### config.mk
export PLATFORM = sky130hd
export DESIGN_NAME = prescaled_reload_timer
export DESIGN_NICKNAME = d
export VERILOG_FILES = /design/src/rtl/ptmr_pkg.sv /design/src/rtl/ptmr_prescale.sv /design/src/rtl/ptmr_core.sv /design/src/rtl/ptmr_regs.sv /design/src/rtl/prescaled_reload_timer.sv
export SDC_FILE = /design/constraint.sdc
export NUM_CORES = 1
export LEC_CHECK = 0
export BUFFER_PORTS_ARGS = -buffer_cell sky130_fd_sc_hd__buf_4
export CAP_MARGIN = 30
export CORE_MARGIN = 1.5
export CORE_UTILIZATION = 35
export CTS_CLUSTER_SIZE = 28
export DETAILED_ROUTE_END_ITERATION = 10
export HOLD_SLACK_MARGIN = 0.1
export SYNTH_ARGS = -nofsm -noshare
export SYNTH_HDL_FRONTEND = slang
export SYNTH_SLANG_ARGS = --single-unit
### constraint.sdc
create_clock -name clk -period 4.71 [get_ports clk]
set_input_delay 0.471 -clock clk [delete_from_list [all_inputs] [get_ports clk]]
set_output_delay 0.471 -clock clk [all_outputs]
set_load 0.05 [all_outputs]
### src/rtl/ptmr_pkg.sv
package ptmr_pkg;

    typedef enum logic [1:0] {
        ST_OFF  = 2'd0,
        ST_RUN  = 2'd1,
        ST_IDLE = 2'd2
    } ptmr_state_e;

    // word indices inside the register window
    localparam int unsigned REG_LOAD  = 0;
    localparam int unsigned REG_COUNT = 1;
    localparam int unsigned REG_CTRL  = 2;
    localparam int unsigned REG_STAT  = 3;

    // control field positions
    localparam int unsigned CTRL_EN_BIT  = 0;
    localparam int unsigned CTRL_RL_BIT  = 1;
    localparam int unsigned CTRL_DIV_LSB = 8;

endpackage

### src/rtl/ptmr_prescale.sv
module ptmr_prescale #(
    parameter int unsigned DIV_W = 8
) (
    input  logic             clk,
    input  logic             rst_n,
    input  logic             run,
    input  logic             restart,
    input  logic [DIV_W-1:0] div,
    output logic             tick
);

    logic [DIV_W-1:0] phase_q;

    // >= keeps the divider sane if the divider value shrinks mid-period
    assign tick = run && (phase_q >= div);

    always_ff @(posedge clk or negedge rst_n) begin
        if (!rst_n) begin
            phase_q <= '0;
        end else if (restart || !run || tick) begin
            phase_q <= '0;
        end else begin
            phase_q <= phase_q + DIV_W'(1);
        end
    end

    // a tick with a non-zero divider is never followed at once by another
    p_tick_gap_r4: assert property (@(posedge clk) disable iff (!rst_n)
        tick && (div != '0) |=> !tick || (div == '0));

    // after a restart the divider starts a full period
    p_restart_phase_r6: assert property (@(posedge clk) disable iff (!rst_n)
        restart && run && (div != '0) |=> !tick || (div == '0) || restart);

endmodule

### src/rtl/ptmr_core.sv
module ptmr_core
    import ptmr_pkg::*;
#(
    parameter int unsigned CNT_W = 32
) (
    input  logic             clk,
    input  logic             rst_n,
    input  logic             wr_load,
    input  logic             wr_cnt,
    input  logic [CNT_W-1:0] wdata,
    input  logic             en_q,
    input  logic             en_next,
    input  logic             en_rise,
    input  logic             rl_q,
    input  logic             rl_next,
    input  logic [CNT_W-1:0] load_q,
    input  logic             tick,
    output logic [CNT_W-1:0] cnt_q,
    output logic             expire,
    output logic             run
);

    ptmr_state_e      state_q, state_n;
    logic [CNT_W-1:0] cnt_n;
    logic             cnt_zero_n;
    logic             wr_any_cnt;
    logic             reload_copy;

    assign wr_any_cnt  = wr_load || wr_cnt;
    assign reload_copy = en_rise && rl_next && (cnt_q == '0);

    // output process: state decodes
    always_comb begin
        run    = (state_q == ST_RUN);
        expire = run && tick && !wr_any_cnt && (cnt_q == CNT_W'(1));
    end

    // next count
    always_comb begin
        cnt_n = cnt_q;
        if (wr_any_cnt) begin
            cnt_n = wdata;
        end else if (reload_copy) begin
            cnt_n = load_q;
        end else if (run && tick) begin
            if (cnt_q == CNT_W'(1)) begin
                cnt_n = rl_q ? load_q : '0;
            end else begin
                cnt_n = cnt_q - CNT_W'(1);
            end
        end
    end

    assign cnt_zero_n = (cnt_n == '0);

    // next state, transitions named arm/park/drain/wake/halt
    always_comb begin
        state_n = state_q;
        unique case (state_q)
            ST_OFF: begin
                if (en_next) begin
                    state_n = cnt_zero_n ? ST_IDLE : ST_RUN;   // park / arm
                end
            end
            ST_RUN: begin
                if (!en_next) begin
                    state_n = ST_OFF;                          // halt
                end else if (cnt_zero_n) begin
                    state_n = ST_IDLE;                         // drain
                end
            end
            ST_IDLE: begin
                if (!en_next) begin
                    state_n = ST_OFF;                          // halt
                end else if (!cnt_zero_n) begin
                    state_n = ST_RUN;                          // wake
                end
            end
            default: state_n = ST_OFF;
        endcase
    end

    // state register
    always_ff @(posedge clk or negedge rst_n) begin
        if (!rst_n) begin
            state_q <= ST_OFF;
        end else begin
            state_q <= state_n;
        end
    end

    always_ff @(posedge clk or negedge rst_n) begin
        if (!rst_n) begin
            cnt_q <= '0;
        end else begin
            cnt_q <= cnt_n;
        end
    end

    // the state register tracks the enable bit and the count
    p_run_matches_r10: assert property (@(posedge clk) disable iff (!rst_n)
        en_q && (cnt_q != '0) |-> state_q == ST_RUN);

    // an enabled zero count never expires
    p_idle_quiet_r10: assert property (@(posedge clk) disable iff (!rst_n)
        (cnt_q == '0) |-> !expire);

    // with nothing running and no write, the count holds
    p_hold_r4: assert property (@(posedge clk) disable iff (!rst_n)
        !run && !wr_any_cnt && !en_rise |=> $stable(cnt_q));

    // reload and one-shot endings
    p_reload_r7: assert property (@(posedge clk) disable iff (!rst_n)
        expire && rl_q |=> cnt_q == $past(load_q));
    p_oneshot_r7: assert property (@(posedge clk) disable iff (!rst_n)
        expire && !rl_q |=> cnt_q == '0);

endmodule

### src/rtl/ptmr_regs.sv
module ptmr_regs
    import ptmr_pkg::*;
#(
    parameter int unsigned DATA_W = 32,
    parameter int unsigned DIV_W  = 8,
    parameter int unsigned ADDR_W = 5
) (
    input  logic              clk,
    input  logic              rst_n,
    input  logic              bus_sel,
    input  logic              bus_wr,
    input  logic [ADDR_W-1:0] bus_addr,
    input  logic [DATA_W-1:0] bus_wdata,
    input  logic [DATA_W-1:0] cnt_q,
    input  logic              expire,
    output logic [DATA_W-1:0] bus_rdata,
    output logic              wr_load,
    output logic              wr_cnt,
    output logic [DATA_W-1:0] load_q,
    output logic              en_q,
    output logic              en_next,
    output logic              en_rise,
    output logic              rl_q,
    output logic              rl_next,
    output logic [DIV_W-1:0]  div_q,
    output logic              irq
);

    localparam int unsigned IDX_W = ADDR_W - 2;

    logic [IDX_W-1:0] idx;
    logic             aligned;
    logic             wr_ok;
    logic             wr_ctrl;
    logic             wr_stat;
    logic             stat_q;
    logic [DATA_W-1:0] ctrl_view;

    assign idx     = bus_addr[ADDR_W-1:2];
    assign aligned = (bus_addr[1:0] == 2'b00);
    assign wr_ok   = bus_sel && bus_wr && aligned;
    assign wr_load = wr_ok && (idx == IDX_W'(REG_LOAD));
    assign wr_cnt  = wr_ok && (idx == IDX_W'(REG_COUNT));
    assign wr_ctrl = wr_ok && (idx == IDX_W'(REG_CTRL));
    assign wr_stat = wr_ok && (idx == IDX_W'(REG_STAT));

    assign en_next = wr_ctrl ? bus_wdata[CTRL_EN_BIT] : en_q;
    assign rl_next = wr_ctrl ? bus_wdata[CTRL_RL_BIT] : rl_q;
    assign en_rise = wr_ctrl && bus_wdata[CTRL_EN_BIT] && !en_q;
    assign irq     = stat_q;

    always_ff @(posedge clk or negedge rst_n) begin
        if (!rst_n) begin
            load_q <= '0;
            en_q   <= 1'b0;
            rl_q   <= 1'b0;
            div_q  <= '0;
        end else begin
            if (wr_load) begin
                load_q <= bus_wdata;
            end
            if (wr_ctrl) begin
                en_q  <= bus_wdata[CTRL_EN_BIT];
                rl_q  <= bus_wdata[CTRL_RL_BIT];
                div_q <= bus_wdata[CTRL_DIV_LSB +: DIV_W];
            end
        end
    end

    // expiry takes priority over an acknowledge
    always_ff @(posedge clk or negedge rst_n) begin
        if (!rst_n) begin
            stat_q <= 1'b0;
        end else if (expire) begin
            stat_q <= 1'b1;
        end else if (wr_stat && bus_wdata[0]) begin
            stat_q <= 1'b0;
        end
    end

    always_comb begin
        ctrl_view = '0;
        ctrl_view[CTRL_EN_BIT] = en_q;
        ctrl_view[CTRL_RL_BIT] = rl_q;
        ctrl_view[CTRL_DIV_LSB +: DIV_W] = div_q;
    end

    always_comb begin
        bus_rdata = '0;
        if (bus_sel && !bus_wr && aligned) begin
            unique case (idx)
                IDX_W'(REG_LOAD):  bus_rdata = load_q;
                IDX_W'(REG_COUNT): bus_rdata = en_q ? cnt_q : '0;
                IDX_W'(REG_CTRL):  bus_rdata = ctrl_view;
                IDX_W'(REG_STAT):  bus_rdata = {{(DATA_W-1){1'b0}}, stat_q};
                default:           bus_rdata = '0;
            endcase
        end
    end

    // an expiry always leaves the flag set
    p_expire_wins_r12: assert property (@(posedge clk) disable iff (!rst_n)
        expire |=> irq);

    // an acknowledge without a coincident expiry drops the line
    p_clear_r11: assert property (@(posedge clk) disable iff (!rst_n)
        wr_stat && bus_wdata[0] && !expire |=> !irq);

    // misaligned reads return zero
    p_misaligned_r2: assert property (@(posedge clk) disable iff (!rst_n)
        bus_sel && !bus_wr && !aligned |-> bus_rdata == '0);

    // counter reads while disabled return zero
    p_count_off_r9: assert property (@(posedge clk) disable iff (!rst_n)
        bus_sel && !bus_wr && aligned && (idx == IDX_W'(REG_COUNT)) && !en_q
        |-> bus_rdata == '0);

endmodule

### src/rtl/prescaled_reload_timer.sv
module prescaled_reload_timer #(
    parameter int unsigned DATA_W = 32,
    parameter int unsigned DIV_W  = 8,
    parameter int unsigned ADDR_W = 5
) (
    input  logic              clk,
    input  logic              rst_n,
    input  logic              bus_sel,
    input  logic              bus_wr,
    input  logic [ADDR_W-1:0] bus_addr,
    input  logic [DATA_W-1:0] bus_wdata,
    output logic [DATA_W-1:0] bus_rdata,
    output logic              irq
);

    logic              wr_load, wr_cnt;
    logic [DATA_W-1:0] load_q, cnt_q;
    logic              en_q, en_next, en_rise, rl_q, rl_next;
    logic [DIV_W-1:0]  div_q;
    logic              tick, expire, run, restart;

    assign restart = en_rise || ((wr_load || wr_cnt) && en_q);

    ptmr_regs #(
        .DATA_W (DATA_W),
        .DIV_W  (DIV_W),
        .ADDR_W (ADDR_W)
    ) u_regs (
        .clk       (clk),
        .rst_n     (rst_n),
        .bus_sel   (bus_sel),
        .bus_wr    (bus_wr),
        .bus_addr  (bus_addr),
        .bus_wdata (bus_wdata),
        .cnt_q     (cnt_q),
        .expire    (expire),
        .bus_rdata (bus_rdata),
        .wr_load   (wr_load),
        .wr_cnt    (wr_cnt),
        .load_q    (load_q),
        .en_q      (en_q),
        .en_next   (en_next),
        .en_rise   (en_rise),
        .rl_q      (rl_q),
        .rl_next   (rl_next),
        .div_q     (div_q),
        .irq       (irq)
    );

    ptmr_prescale #(
        .DIV_W (DIV_W)
    ) u_prescale (
        .clk     (clk),
        .rst_n   (rst_n),
        .run     (run),
        .restart (restart),
        .div     (div_q),
        .tick    (tick)
    );

    ptmr_core #(
        .CNT_W (DATA_W)
    ) u_core (
        .clk     (clk),
        .rst_n   (rst_n),
        .wr_load (wr_load),
        .wr_cnt  (wr_cnt),
        .wdata   (bus_wdata),
        .en_q    (en_q),
        .en_next (en_next),
        .en_rise (en_rise),
        .rl_q    (rl_q),
        .rl_next (rl_next),
        .load_q  (load_q),
        .tick    (tick),
        .cnt_q   (cnt_q),
        .expire  (expire),
        .run     (run)
    );

endmodule

==> flow_results.xml, run 1 <==
<?xml version="1.0" encoding="UTF-8"?>
<metrics>
  <group name="final_layout">
    <metric name="num-fill-cells" unit="">1675</metric>
    <metric name="nNetsFinal" unit="">810</metric>
    <metric name="flow.area_growth_from_synthesis" unit="%">21.8</metric>
    <metric name="layout-drive-gt1-share" unit="%">24.3</metric>
    <metric name="antennaDiodeCount" unit="">0</metric>
    <metric name="final_core_util" unit="%">43.6</metric>
  </group>
  <group name="timing">
    <metric name="minimum_clock_period" unit="ns">4.32</metric>
    <metric name="grt_setup_unrepaired" unit="">false</metric>
    <metric name="fmax" unit="MHz">232</metric>
    <metric name="maxSlewHeadroom" unit="%">39.3</metric>
    <metric name="clock_tree_skew_after_final_layout" unit="ns">0.00712</metric>
    <metric name="drv_slew" unit="">0</metric>
    <metric name="number_of_setup_violations_in_the_final_report" unit="">0</metric>
    <metric name="post-route-period-util" unit="%">91.7</metric>
    <metric name="hold_viol_final" unit="">0</metric>
    <metric name="tightest_slew" unit="ns">0.903</metric>
  </group>
  <group name="clocking">
    <metric name="tritoncts" unit="">yes</metric>
    <metric name="clock_tree.root_cell" unit="">sky130_fd_sc_hd__clkbuf_16</metric>
    <metric name="cts_htree_levels" unit="">3</metric>
    <metric name="worst_skew_pair.late_latency" unit="ns">0.36</metric>
    <metric name="post_cts_buffers" unit="">0</metric>
    <metric name="cts.clk_slew.worst_paths" unit="ns">0.07</metric>
    <metric name="holdBufCountCts" unit="">0</metric>
    <metric name="clock_tree.buffer_depth" unit="">2</metric>
    <metric name="cts.repair.resized" unit="">0</metric>
    <metric name="cts_num_sinks" unit="">85</metric>
    <metric name="tritoncts.num_buffers" unit="">9</metric>
  </group>
  <group name="global_route">
    <metric name="antenna_found_initial" unit="">0</metric>
    <metric name="grt_usage" unit="%">27.8</metric>
    <metric name="grt_pass1_wl" unit="mm">37.5</metric>
    <metric name="globalRoute.totalOverflow" unit="">0</metric>
    <metric name="vias_in_the_first_global_route" unit="">6056</metric>
    <metric name="grt_start_max_net_pins" unit="">48</metric>
  </group>
  <group name="critical_path">
    <metric name="worst_path_dominant_cell_family" unit="">compound AO/OA/AOI/OAI gates</metric>
    <metric name="path_max_fanout" unit="">7</metric>
    <metric name="worst_ep_required_time" unit="ns">4.95</metric>
    <metric name="slowest_delay" unit="ns">0.63</metric>
    <metric name="cp_slowest_cell" unit="">sky130_fd_sc_hd__a2111oi_0</metric>
    <metric name="critical_path.cell_chain" unit="">inv_1, ha_1, nand2b_1, a2111oi_0, o31a_1, o32ai_1, buf_2, a21oi_1, o21ai_0, a2111o_1, nor4_1, nand4_1, and3_1</metric>
    <metric name="critical_path_class" unit="">flip-flop to flip-flop</metric>
    <metric name="cp.buffers_inverters" unit="">2</metric>
    <metric name="setup.worst_path.end_class" unit="">flip-flop</metric>
    <metric name="crit_path_start_kind" unit="">flip-flop</metric>
    <metric name="arrival_worst_endpoint" unit="ns">4.56</metric>
  </group>
  <group name="power">
    <metric name="clock_power_share" unit="%">31.6</metric>
    <metric name="combinationalPowerShare" unit="%">27.2</metric>
    <metric name="p_seq_share" unit="%">41.2</metric>
    <metric name="power.density" unit="mW/mm^2">353</metric>
    <metric name="ir_drop" unit="mV">0.177</metric>
    <metric name="power_switching_share" unit="%">36.5</metric>
    <metric name="netSwitchingPower" unit="mW">0.933</metric>
    <metric name="p_leak" unit="nW">2.90</metric>
    <metric name="fin_total_pwr" unit="mW">2.55</metric>
    <metric name="intPower" unit="mW">1.62</metric>
  </group>
  <group name="routing">
    <metric name="routed_via_density" unit="">6.30</metric>
    <metric name="drt_first_iter_violations" unit="">595</metric>
    <metric name="drt_pre_antenna_iters" unit="">5</metric>
    <metric name="drcViolationCount" unit="">0</metric>
    <metric name="drt-total-wl" unit="mm">24.7</metric>
    <metric name="routedWlPerCell" unit="um">25.2</metric>
    <metric name="via_count" unit="">6179</metric>
    <metric name="antenna_violating_nets_post_route" unit="">0</metric>
  </group>
  <group name="synth">
    <metric name="yosys_warnings" unit="">0</metric>
    <metric name="synthesis.area" unit="mm^2">0.00594</metric>
    <metric name="yosysMostFrequentCell" unit="">sky130_fd_sc_hd__dfrtp_1</metric>
    <metric name="synth_cells" unit="">678</metric>
    <metric name="synth.ff_latch_count" unit="">85</metric>
    <metric name="synth_async_sr_flop_share" unit="%">100</metric>
    <metric name="synth_enable_flop_cells" unit="">0</metric>
    <metric name="synth.yosys.seq_area_share" unit="%">35.8</metric>
    <metric name="synth_fp_nets" unit="">731</metric>
    <metric name="ys_types" unit="">74</metric>
    <metric name="yosys-top-cells-area" unit="">sky130_fd_sc_hd__dfrtp_1, sky130_fd_sc_hd__mux2_2, sky130_fd_sc_hd__nor2_1</metric>
    <metric name="netlist.area_leader.share" unit="%">35.8</metric>
    <metric name="synth.cells.most_frequent" unit="">sky130_fd_sc_hd__dfrtp_1, sky130_fd_sc_hd__nor2_1, sky130_fd_sc_hd__nand2_1</metric>
    <metric name="synthDominantAreaCellType" unit="">sky130_fd_sc_hd__dfrtp_1</metric>
    <metric name="syn_area_per_cell" unit="um^2">8.76</metric>
    <metric name="ys.flop_type" unit="">sky130_fd_sc_hd__dfrtp_1</metric>
  </group>
  <group name="flow_run">
    <metric name="drv_cap" unit="">0</metric>
  </group>
  <group name="placed_design">
    <metric name="place_congestion" unit="">0.970</metric>
    <metric name="port_buffers" unit="">73</metric>
    <metric name="post-dp-hpwl" unit="mm">18.0</metric>
  </group>
  <group name="min_path">
    <metric name="hold_path.class" unit="">primary input to asynchronous set/reset pin</metric>
  </group>
  <group name="status">
    <metric name="result_of_the_run" unit="">finished clean</metric>
  </group>
  <group name="floorplanning">
    <metric name="fp.dieW" unit="um">133</metric>
    <metric name="die_height" unit="um">133</metric>
    <metric name="die_area" unit="mm^2">0.0178</metric>
    <metric name="ioPinCount" unit="">74</metric>
    <metric name="floorplan.rows" unit="">47</metric>
    <metric name="start_util" unit="%">35.8</metric>
    <metric name="core_area" unit="mm^2">0.0166</metric>
  </group>
</metrics>
worst paths after layout:
check | startpoint | cells past startpoint | endpoint | slack [ns]
min in group clk | bus_wdata[6] | 3 | u_regs.load_q[6]$_DFFE_PN0P_ | 0.34
min | rst_n | 1 | u_regs.rl_q$_DFF_PN0_ | 0.09
min reg2reg | u_regs.irq$_DFFE_PN0P_ | 2 | u_regs.irq$_DFFE_PN0P_ | 0.54
max reg2reg | u_prescale.phase_q[0]$_DFF_PN0_ | 13 | u_core.state_q[0]$_DFFE_PN0P_ | 0.39
max | u_prescale.phase_q[0]$_DFF_PN0_ | 13 | u_core.state_q[0]$_DFFE_PN0P_ | 0.39
max in group asynchronous | rst_n | 2 | u_core.cnt_q[19]$_DFF_PN0_ | 3.58
worst reg2reg max path, cell delays in order, from the launching register on:
cell and delay [ns]:
sky130_fd_sc_hd__dfrtp_1 0.42, sky130_fd_sc_hd__inv_1 0.07, sky130_fd_sc_hd__ha_1 0.26, sky130_fd_sc_hd__nand2b_1 0.14
sky130_fd_sc_hd__a2111oi_0 0.63, sky130_fd_sc_hd__o31a_1 0.46, sky130_fd_sc_hd__o32ai_1 0.20, sky130_fd_sc_hd__buf_2 0.23
sky130_fd_sc_hd__a21oi_1 0.16, sky130_fd_sc_hd__o21ai_0 0.18, sky130_fd_sc_hd__a2111o_1 0.46, sky130_fd_sc_hd__nor4_1 0.53
sky130_fd_sc_hd__nand4_1 0.25, sky130_fd_sc_hd__and3_1 0.23
cells by family (layout without fill, tap and decap cells):
group | Yosys count | count (layout) | share of synthesized area (%)
simple gates | 253 | 253 | 23.1
compound gates | 200 | 200 | 24.3
flops | 85 | 85 | 35.8
buf+inv | 81 | 164 | 5.67
mux | 39 | 39 | 7.38
fa+ha+maj | 12 | 12 | 2.53
xor+xnor | 8 | 8 | 1.18
registers in the layout, indices dropped and copies added, names as in the netlist:
name	cells
u_regs.en_q	1
u_regs.irq	1
u_regs.rl_q	1
u_regs.load_q	32
u_core.state_q	2
u_core.cnt_q	32
u_regs.div_q	8
u_prescale.phase_q	8
area by class of cell:
| cell class | instances | area, um^2 | share of cell area, % |
|---|---|---|---|
| repair buffers | 118 | 898 | 12.4 |
| well taps | 220 | 275 | 3.81 |
| multi-input cells | 512 | 3490 | 48.3 |
| flip-flops and latches | 85 | 2130 | 29.4 |
| inverters | 31 | 116 | 1.61 |
| clock buffers | 12 | 256 | 3.55 |
| clock inverters | 3 | 68.8 | 0.951 |
cell usage in the layout (no fill, tap or decap), drive strengths merged, types with 7 or more instances in the layout:
| cell type | n |
|---|---|
| buf | 118 |
| dfrtp | 85 |
| nor2 | 72 |
| nand2 | 47 |
| mux2 | 38 |
| inv | 31 |
| a21oi | 31 |
| a22oi | 28 |
| nor3 | 25 |
| o21ai | 24 |
| nor4 | 23 |
| nand3 | 18 |
| nand4 | 15 |
| o31ai | 14 |
| o211ai | 14 |
| ha | 12 |
| clkbuf | 12 |
| a222oi | 10 |
| and3 | 9 |
| a31oi | 8 |
| a211oi | 7 |
| or4 | 7 |
power groups by stage:
stage / registers [mW] / logic, mW / clock network, mW
floorplan: 0.977 / 0.442 / 0
global placement: 1.05 / 0.680 / 0
detailed placement: 1.06 / 0.677 / 0
CTS: 1.05 / 0.680 / 0.815
global route: 1.07 / 0.743 / 0.852
finish: 1.05 / 0.695 / 0.808
layer usage:
metal | track usage, % | share of wire (%) | wire length, um
met1 | 37.8 | 43 | 10600
met2 | 43.5 | 45 | 11200
met3 | 5.86 | 8.2 | 2030
met4 | 10.8 | 3.4 | 846
met5 | 0 | 0 | 0
per-stage QoR:
| stage | setup slack, ns | setup TNS, ns | area [um^2] | hold slack (ns) | cells |
|---|---|---|---|---|---|
| 2_1_floorplan | 1.56 | 0 | 5940 | 0.175 | 678 |
| 3_3_place_gp | -0.123 | -0.174 | 6870 | 0.498 | 962 |
| 3_5_place_dp | 0.442 | 0 | 6910 | 0.508 | 966 |
| 4_1_cts | 0.435 | 0 | 7230 | 0.133 | 981 |
| 5_1_grt | 0.180 | 0 | 7230 | 0.143 | 981 |
| 6_report | 0.391 | 0 | 7230 | 0.0923 | 981 |
(Power assumes the default switching activity.)
==> run 2, diff against run 1 <==
Settings changed: GPL_TIMING_DRIVEN from default to 1, SETUP_SLACK_MARGIN from default to 0.5.
==> run 2 against run 1 <==
Worst hold slack improved by 0.0013 ns; combinational power increased by 0.6%; global-route usage about the same; clock-buffer cell count unchanged; highest routed layer unchanged; final area increased by 0.47%; routed wire length increased by 0.14%; critical path type unchanged; via count about the same; clock skew increased by 0.0027 ns; critical path depth unchanged; sequential share of layout area decreased by 0.14 points; first-iteration DRC count increased by 2.5%; largest cell class unchanged; register-to-register slack improved by 0.33 ns.
==> flow_results.xml, run 2 (synthesis gave the netlist of run 1 again) <==
<?xml version="1.0" encoding="UTF-8"?>
<metrics>
  <group name="status">
    <metric name="result_of_the_run" unit="">finished clean</metric>
  </group>
  <group name="final_layout">
    <metric name="layoutNonFillerInstCount" unit="">981</metric>
    <metric name="reg_top3" unit="">u_core.cnt_q: 32 flops, u_regs.load_q: 32 flops</metric>
    <metric name="nNetsFinal" unit="">810</metric>
    <metric name="num-fill-cells" unit="">1671</metric>
    <metric name="flow.area_growth_from_synthesis" unit="%">22.4</metric>
    <metric name="layout_commonest_cell" unit="">sky130_fd_sc_hd__buf_4</metric>
    <metric name="antennaDiodeCount" unit="">0</metric>
    <metric name="layout-drive-gt1-share" unit="%">24.8</metric>
    <metric name="multi_input_logic_area" unit="mm^2">0.00352</metric>
    <metric name="seqCellArea" unit="mm^2">0.00213</metric>
    <metric name="final_core_util" unit="%">43.8</metric>
    <metric name="layout.cells.most_common_list" unit="">sky130_fd_sc_hd__buf_4, sky130_fd_sc_hd__dfrtp_1, sky130_fd_sc_hd__nor2_1</metric>
  </group>
  <group name="routing">
    <metric name="drt_first_iter_violations" unit="">610</metric>
    <metric name="routed_via_density" unit="">6.30</metric>
    <metric name="routedWlPerCell" unit="um">25.2</metric>
    <metric name="drt_pre_antenna_iters" unit="">5</metric>
    <metric name="drcViolationCount" unit="">0</metric>
    <metric name="antenna_violating_nets_post_route" unit="">0</metric>
    <metric name="drt-total-wl" unit="mm">24.8</metric>
    <metric name="via_count" unit="">6184</metric>
  </group>
  <group name="critical_path">
    <metric name="reg2reg_depth" unit="">13</metric>
    <metric name="rrSetupSlack" unit="ns">0.72</metric>
    <metric name="setup.worst_path.end_class" unit="">flip-flop</metric>
    <metric name="critical_path_class" unit="">flip-flop to flip-flop</metric>
    <metric name="crit_path_start_kind" unit="">flip-flop</metric>
    <metric name="worst_ep_required_time" unit="ns">4.96</metric>
    <metric name="arrival_worst_endpoint" unit="ns">4.23</metric>
    <metric name="path_max_fanout" unit="">7</metric>
  </group>
  <group name="placed_design">
    <metric name="place_congestion" unit="">0.970</metric>
    <metric name="port_buffers" unit="">73</metric>
    <metric name="placed_cells" unit="">966</metric>
    <metric name="dp_worst_slack" unit="ns">0.442</metric>
    <metric name="post-dp-hpwl" unit="mm">18.0</metric>
  </group>
  <group name="min_path">
    <metric name="hold_path.class" unit="">primary input to asynchronous set/reset pin</metric>
  </group>
  <group name="power">
    <metric name="ir_drop" unit="mV">0.177</metric>
    <metric name="power.density" unit="mW/mm^2">353</metric>
    <metric name="p_leak" unit="nW">2.91</metric>
    <metric name="fin_total_pwr" unit="mW">2.57</metric>
  </group>
  <group name="clocking">
    <metric name="worst_skew_pair.late_latency" unit="ns">0.36</metric>
    <metric name="clock_tree.root_cell" unit="">sky130_fd_sc_hd__clkbuf_16</metric>
    <metric name="holdBufCountCts" unit="">0</metric>
    <metric name="tritoncts" unit="">yes</metric>
    <metric name="clock_tree.buffer_depth" unit="">2</metric>
    <metric name="cts_num_sinks" unit="">85</metric>
    <metric name="cts.clk_slew.worst_paths" unit="ns">0.07</metric>
    <metric name="cts_htree_levels" unit="">3</metric>
    <metric name="tritoncts.num_buffers" unit="">9</metric>
    <metric name="post_cts_buffers" unit="">0</metric>
  </group>
  <group name="global_route">
    <metric name="antenna_found_initial" unit="">0</metric>
    <metric name="grt_usage" unit="%">27.8</metric>
    <metric name="grt_pass1_wl" unit="mm">37.5</metric>
    <metric name="vias_in_the_first_global_route" unit="">6073</metric>
    <metric name="grt_start_max_net_pins" unit="">48</metric>
    <metric name="globalRoute.totalOverflow" unit="">0</metric>
  </group>
  <group name="timing">
    <metric name="maxSlewHeadroom" unit="%">38.7</metric>
    <metric name="tightest_slew" unit="ns">0.911</metric>
    <metric name="grt_setup_unrepaired" unit="">false</metric>
    <metric name="minimum_clock_period" unit="ns">3.99</metric>
    <metric name="fmax" unit="MHz">251</metric>
    <metric name="drv_slew" unit="">0</metric>
    <metric name="post-route-period-util" unit="%">84.7</metric>
    <metric name="worst_slack" unit="ns">0.721</metric>
    <metric name="hold_viol_final" unit="">0</metric>
    <metric name="clock_tree_skew_after_final_layout" unit="ns">0.00986</metric>
    <metric name="fin_hold_ws" unit="ns">0.0936</metric>
    <metric name="number_of_setup_violations_in_the_final_report" unit="">0</metric>
  </group>
  <group name="floorplanning">
    <metric name="die_height" unit="um">133</metric>
    <metric name="ioPinCount" unit="">74</metric>
    <metric name="die_area" unit="mm^2">0.0178</metric>
    <metric name="core_area" unit="mm^2">0.0166</metric>
    <metric name="fp.dieW" unit="um">133</metric>
    <metric name="start_util" unit="%">35.8</metric>
    <metric name="floorplan.rows" unit="">47</metric>
  </group>
  <group name="flow_run">
    <metric name="drv_cap" unit="">0</metric>
  </group>
</metrics>
## run 2: power breakdown
| group | leakage [nW] | internal (mW) | switching (mW) | total (mW) |
|---|---|---|---|---|
| clock network | 0.159 | 0.493 | 0.317 | 0.809 |
| logic | 1.68 | 0.278 | 0.421 | 0.699 |
| registers | 1.07 | 0.854 | 0.204 | 1.06 |
## run 2: worst paths after layout
| path | from | end |
|---|---|---|
| worst max-delay path | u_prescale.phase_q[0]$_DFF_PN0_ | u_core.state_q[0]$_DFFE_PN0P_ |
| worst min-delay path | rst_n | u_regs.rl_q$_DFF_PN0_ |
| worst max register to register | u_prescale.phase_q[0]$_DFF_PN0_ | u_core.state_q[0]$_DFFE_PN0P_ |
| worst min register to register | u_regs.irq$_DFFE_PN0P_ | u_regs.irq$_DFFE_PN0P_ |
| max in group asynchronous | rst_n | u_core.cnt_q[19]$_DFF_PN0_ |
| min in group clk | bus_wdata[6] | u_regs.load_q[6]$_DFFE_PN0P_ |
## run 2: metal layers
| metal | global-route usage, % | wire (um) | vias to the layer above |
|---|---|---|---|
| met5 | 0 | 0 | - |
| met4 | 10.8 | 989 | 0 |
| met3 | 5.97 | 2130 | 65 |
| met2 | 43.7 | 11100 | 357 |
| met1 | 37.6 | 10600 | 3012 |
| li1 | - | - | 2750 |
## run 2: area by class of cell
class | instances | share of cell area [%]
Clock buffer | 12 | 3.53
Inverter | 31 | 1.60
Tap cell | 220 | 3.79
Sequential cell | 85 | 29.3
Clock inverter | 3 | 0.947
Multi-Input combinational cell | 512 | 48.5
Timing Repair Buffer | 118 | 12.4
## run 2: metrics by stage
| step | instance area (um^2) | setup TNS, ns |
|---|---|---|
| floorplan | 5940 | 0 |
| CTS | 7240 | 0 |
| global placement | 6870 | -0.174 |
| global route | 7270 | 0 |
| detailed placement | 6910 | 0 |
| finish | 7270 | 0 |
## run 2: critical path, cell delays in order, from the launching register on
cell,delay [ns]
sky130_fd_sc_hd__dfrtp_1,0.43
sky130_fd_sc_hd__inv_1,0.07
sky130_fd_sc_hd__ha_1,0.26
sky130_fd_sc_hd__nand2b_1,0.15
sky130_fd_sc_hd__a2111oi_1,0.53
sky130_fd_sc_hd__o31a_1,0.45
sky130_fd_sc_hd__o32ai_1,0.20
sky130_fd_sc_hd__buf_2,0.23
sky130_fd_sc_hd__a21oi_1,0.15
sky130_fd_sc_hd__o21ai_0,0.18
sky130_fd_sc_hd__a2111o_1,0.48
sky130_fd_sc_hd__nor4_2,0.33
sky130_fd_sc_hd__nand4_1,0.22
sky130_fd_sc_hd__and3_1,0.22
## run 2: what timing repair did
item                                    in CTS  in global routing
gates resized for setup                      1                  5
gates cloned                                 0                  0
hold endpoints to repair                     0                  0
endpoints found under the setup margin       1                  2
==> run 3, diff against run 2 <==
Settings changed: ABC_AREA from default to 1.
Clock period 4.71 ns to 4.05 ns, I/O delays scaled along.
==> run 3 against run 2 <==
First-iteration DRC count fell by 8.9%; sequential share of layout area fell by 1.8 points; flip-flop and latch count unchanged; sequential power increased by 37%; via count up 11%; critical path type unchanged; highest routed layer unchanged.
==> flow_results.xml, run 3 <==
<?xml version="1.0" encoding="UTF-8"?>
<metrics>
  <group name="power">
    <metric name="clock_power_share" unit="%">22.1</metric>
    <metric name="power_switching_share" unit="%">45.5</metric>
    <metric name="fin_total_pwr" unit="mW">3.80</metric>
    <metric name="netSwitchingPower" unit="mW">1.73</metric>
    <metric name="intPower" unit="mW">2.07</metric>
    <metric name="p_leak" unit="nW">4.09</metric>
    <metric name="power.density" unit="mW/mm^2">491</metric>
    <metric name="ir_drop" unit="mV">0.269</metric>
    <metric name="combinationalPowerShare" unit="%">39.9</metric>
    <metric name="p_seq_share" unit="%">38.0</metric>
  </group>
  <group name="critical_path">
    <metric name="slowest_delay" unit="ns">0.77</metric>
    <metric name="worst_ep_required_time" unit="ns">4.35</metric>
    <metric name="crit_path_start_kind" unit="">flip-flop</metric>
    <metric name="critical_path_class" unit="">flip-flop to flip-flop</metric>
    <metric name="path_max_fanout" unit="">30</metric>
    <metric name="critical-path-top-cell-by-count" unit="">sky130_fd_sc_hd__nand2_1</metric>
    <metric name="setup.worst_path.end_class" unit="">flip-flop</metric>
    <metric name="worst_path_dominant_cell_family" unit="">simple AND/OR/NAND/NOR gates</metric>
    <metric name="arrival_worst_endpoint" unit="ns">3.39</metric>
    <metric name="critical_path.cell_chain" unit="">inv_1, nand2_1, nand2_1, nor2_2, nand3_2, o21ai_2, inv_1, a21oi_2, nand2_1, nor2_1, nand2_1, nor2_1, nand2_1, nor2_2</metric>
    <metric name="cp.buffers_inverters" unit="">2</metric>
    <metric name="cp_slowest_cell" unit="">sky130_fd_sc_hd__dfrtp_1</metric>
  </group>
  <group name="floorplanning">
    <metric name="core_area" unit="mm^2">0.0188</metric>
    <metric name="ioPinCount" unit="">74</metric>
    <metric name="die_area" unit="mm^2">0.0201</metric>
    <metric name="floorplan.rows" unit="">50</metric>
    <metric name="die_height" unit="um">142</metric>
    <metric name="fp.dieW" unit="um">142</metric>
    <metric name="start_util" unit="%">35.9</metric>
  </group>
  <group name="timing">
    <metric name="grt_setup_unrepaired" unit="">false</metric>
    <metric name="worst_slack" unit="ns">0.957</metric>
    <metric name="fin_hold_ws" unit="ns">0.0736</metric>
    <metric name="number_of_setup_violations_in_the_final_report" unit="">0</metric>
    <metric name="maxSlewHeadroom" unit="%">46.3</metric>
    <metric name="setup-tns-final" unit="ns">0</metric>
    <metric name="clock_tree_skew_after_final_layout" unit="ns">0.0117</metric>
    <metric name="minimum_clock_period" unit="ns">3.09</metric>
    <metric name="hold_viol_final" unit="">0</metric>
    <metric name="post-route-period-util" unit="%">76.4</metric>
    <metric name="drv_slew" unit="">0</metric>
    <metric name="fmax" unit="MHz">323</metric>
    <metric name="tightest_slew" unit="ns">0.805</metric>
  </group>
  <group name="routing">
    <metric name="routedWlPerCell" unit="um">15.4</metric>
    <metric name="dr_wl_met2" unit="mm">9.51</metric>
    <metric name="drt-total-wl" unit="mm">21.4</metric>
    <metric name="via_count" unit="">6860</metric>
    <metric name="drcViolationCount" unit="">0</metric>
    <metric name="met3_length" unit="mm">1.04</metric>
    <metric name="dr.max_layer_used" unit="">met4</metric>
    <metric name="routed_via_density" unit="">4.95</metric>
    <metric name="met1_length" unit="mm">10.3</metric>
    <metric name="antenna_violating_nets_post_route" unit="">0</metric>
    <metric name="drt_pre_antenna_iters" unit="">5</metric>
    <metric name="drt_first_iter_violations" unit="">556</metric>
  </group>
  <group name="synth">
    <metric name="syn_area_per_cell" unit="um^2">6.17</metric>
    <metric name="synth_enable_flop_cells" unit="">0</metric>
    <metric name="synthesis.area" unit="mm^2">0.00674</metric>
    <metric name="yosys-mux-area-fraction" unit="%">0</metric>
    <metric name="synth_compound_area_share" unit="%">13.1</metric>
    <metric name="synth.cells.most_frequent" unit="">sky130_fd_sc_hd__nand2_1, sky130_fd_sc_hd__inv_1, sky130_fd_sc_hd__nor2_1</metric>
    <metric name="ys.flop_type" unit="">sky130_fd_sc_hd__dfrtp_1</metric>
    <metric name="yosys_warnings" unit="">0</metric>
    <metric name="synth_simple_gate_area_share" unit="%">38.3</metric>
    <metric name="post_synth_xor_area_fraction" unit="%">1.30</metric>
    <metric name="synth_top_family_by_area" unit="">simple AND/OR/NAND/NOR gates</metric>
    <metric name="ys_types" unit="">41</metric>
    <metric name="yosysMostFrequentCell" unit="">sky130_fd_sc_hd__nand2_1</metric>
    <metric name="netlist.area_leader.share" unit="%">31.6</metric>
    <metric name="synth.ff_latch_count" unit="">85</metric>
    <metric name="yosys-top-cells-area" unit="">sky130_fd_sc_hd__dfrtp_1, sky130_fd_sc_hd__nand2_1, sky130_fd_sc_hd__inv_1</metric>
    <metric name="synth-adder-area-share" unit="%">2.23</metric>
    <metric name="synth.yosys.seq_area_share" unit="%">31.6</metric>
    <metric name="synthDominantAreaCellType" unit="">sky130_fd_sc_hd__dfrtp_1</metric>
    <metric name="synth_fp_nets" unit="">1144</metric>
    <metric name="synth_cells" unit="">1091</metric>
    <metric name="synth_async_sr_flop_share" unit="%">100</metric>
  </group>
  <group name="clocking">
    <metric name="tritoncts" unit="">yes</metric>
    <metric name="tritoncts.num_buffers" unit="">9</metric>
    <metric name="post_cts_buffers" unit="">0</metric>
    <metric name="clock_tree.buffer_depth" unit="">2</metric>
    <metric name="cts_num_sinks" unit="">85</metric>
    <metric name="clock_tree.root_cell" unit="">sky130_fd_sc_hd__clkbuf_16</metric>
    <metric name="cts.repair.resized" unit="">0</metric>
    <metric name="worst_skew_pair.late_latency" unit="ns">0.37</metric>
    <metric name="cts.clk_slew.worst_paths" unit="ns">0.08</metric>
    <metric name="holdBufCountCts" unit="">0</metric>
    <metric name="cts_htree_levels" unit="">3</metric>
  </group>
  <group name="placed_design">
    <metric name="dp_worst_slack" unit="ns">0.962</metric>
    <metric name="port_buffers" unit="">73</metric>
    <metric name="placed_cells" unit="">1370</metric>
    <metric name="place_congestion" unit="">0.927</metric>
    <metric name="dpl_cell_area" unit="mm^2">0.00745</metric>
    <metric name="post-dp-hpwl" unit="mm">15.9</metric>
  </group>
  <group name="final_layout">
    <metric name="reg_top3" unit="">u_core.cnt_q: 32 flops, u_regs.load_q: 32 flops</metric>
    <metric name="final_core_util" unit="%">41.2</metric>
    <metric name="flow.area_growth_from_synthesis" unit="%">14.8</metric>
    <metric name="finalInstanceArea" unit="mm^2">0.00773</metric>
    <metric name="num-fill-cells" unit="">2048</metric>
    <metric name="layout-drive-gt1-share" unit="%">13.8</metric>
    <metric name="layout_commonest_cell" unit="">sky130_fd_sc_hd__nand2_1</metric>
    <metric name="multi_input_logic_area" unit="mm^2">0.00370</metric>
    <metric name="antennaDiodeCount" unit="">0</metric>
    <metric name="seqCellArea" unit="mm^2">0.00213</metric>
    <metric name="layout.cells.most_common_list" unit="">sky130_fd_sc_hd__nand2_1, sky130_fd_sc_hd__inv_1, sky130_fd_sc_hd__nor2_1</metric>
    <metric name="nNetsFinal" unit="">1200</metric>
    <metric name="layoutNonFillerInstCount" unit="">1386</metric>
  </group>
  <group name="global_route">
    <metric name="antenna_found_initial" unit="">0</metric>
    <metric name="grt_usage" unit="%">22.3</metric>
    <metric name="vias_in_the_first_global_route" unit="">6523</metric>
    <metric name="grt_start_max_net_pins" unit="">52</metric>
    <metric name="globalRoute.totalOverflow" unit="">0</metric>
    <metric name="grt_pass1_wl" unit="mm">34.8</metric>
  </group>
  <group name="min_path">
    <metric name="hold_path.class" unit="">primary input to asynchronous set/reset pin</metric>
  </group>
  <group name="status">
    <metric name="result_of_the_run" unit="">finished clean</metric>
  </group>
  <group name="flow_run">
    <metric name="drv_cap" unit="">0</metric>
  </group>
</metrics>
==> run 3: cell types whose count changed after synthesis, sizes merged, moves of 13 or more <==
cell,delta
nor2,+81
nand2,+309
clkbuf,-17
inv,+156
nor4,-23
a21oi,+29
nand3,+60
nor3,-21
o21ai,+43
mux2,-38
a22oi,-17
o31ai,-14
o211ai,-13
==> run 3: power by group through the flow <==
stage / Combinational, mW / Clock (mW) / Sequential (mW)
after detailed placement: 1.50 / 0 / 1.45
after CTS: 1.51 / 0.850 / 1.44
after global routing: 1.76 / 0.881 / 1.48
final: 1.52 / 0.838 / 1.45
after global placement: 1.48 / 0 / 1.45
after floorplan: 1.16 / 0 / 1.32
==> run 3: area by class of cell <==
type / instances / area share (%)
clock buffer: 9 / 2.91
clock inverter: 7 / 0.793
inverter: 188 / 9.12
multi-input combinational: 781 / 47.8
sequential: 85 / 27.5
tap: 234 / 3.79
timing repair buffer: 82 / 8.06
==> run 3: logic make-up after synthesis <==
group / Yosys count
AND/OR/NAND/NOR: 606
buffers and inverters: 225
AO/OA/AOI/OAI: 153
flip-flops: 85
adder cells (fa/ha/maj): 12
XOR/XNOR: 10
==> run 3: path summary, 6_finish.rpt <==
path,slack (ns),endpoint,start,depth (start not counted)
min in group clk,0.26,u_regs.load_q[31]$_DFFE_PN0P_,bus_wdata[31],3
worst max-delay path,0.96,u_core.state_q[1]$_DFFE_PN0P_,u_regs.rl_q$_DFF_PN0_,14
worst min register to register,0.49,u_regs.div_q[6]$_DFFE_PN0P_,u_regs.div_q[6]$_DFFE_PN0P_,2
worst max register to register,0.96,u_core.state_q[1]$_DFFE_PN0P_,u_regs.rl_q$_DFF_PN0_,14
worst min-delay path,0.07,u_core.cnt_q[20]$_DFF_PN0_,rst_n,1
max in group asynchronous,3.05,u_core.cnt_q[14]$_DFF_PN0_,rst_n,2
==> run 3: per-layer routing <==
layer  up-vias  global-route usage [%]
met1      3136                    32.0
met2       193                    34.2
li1       3497                       -
met3        34                    2.36
met4         0                    8.79
met5         -                       0
==> run 3: worst register-to-register path, cell delays in order, from the launching register on <==
cell and delay (ns):
sky130_fd_sc_hd__dfrtp_1 0.77, sky130_fd_sc_hd__inv_1 0.27, sky130_fd_sc_hd__nand2_1 0.14, sky130_fd_sc_hd__nand2_1 0.09
sky130_fd_sc_hd__nor2_2 0.11, sky130_fd_sc_hd__nand3_2 0.54, sky130_fd_sc_hd__o21ai_2 0.32, sky130_fd_sc_hd__inv_1 0.08
sky130_fd_sc_hd__a21oi_2 0.15, sky130_fd_sc_hd__nand2_1 0.11, sky130_fd_sc_hd__nor2_1 0.11, sky130_fd_sc_hd__nand2_1 0.06
sky130_fd_sc_hd__nor2_1 0.13, sky130_fd_sc_hd__nand2_1 0.08, sky130_fd_sc_hd__nor2_2 0.08
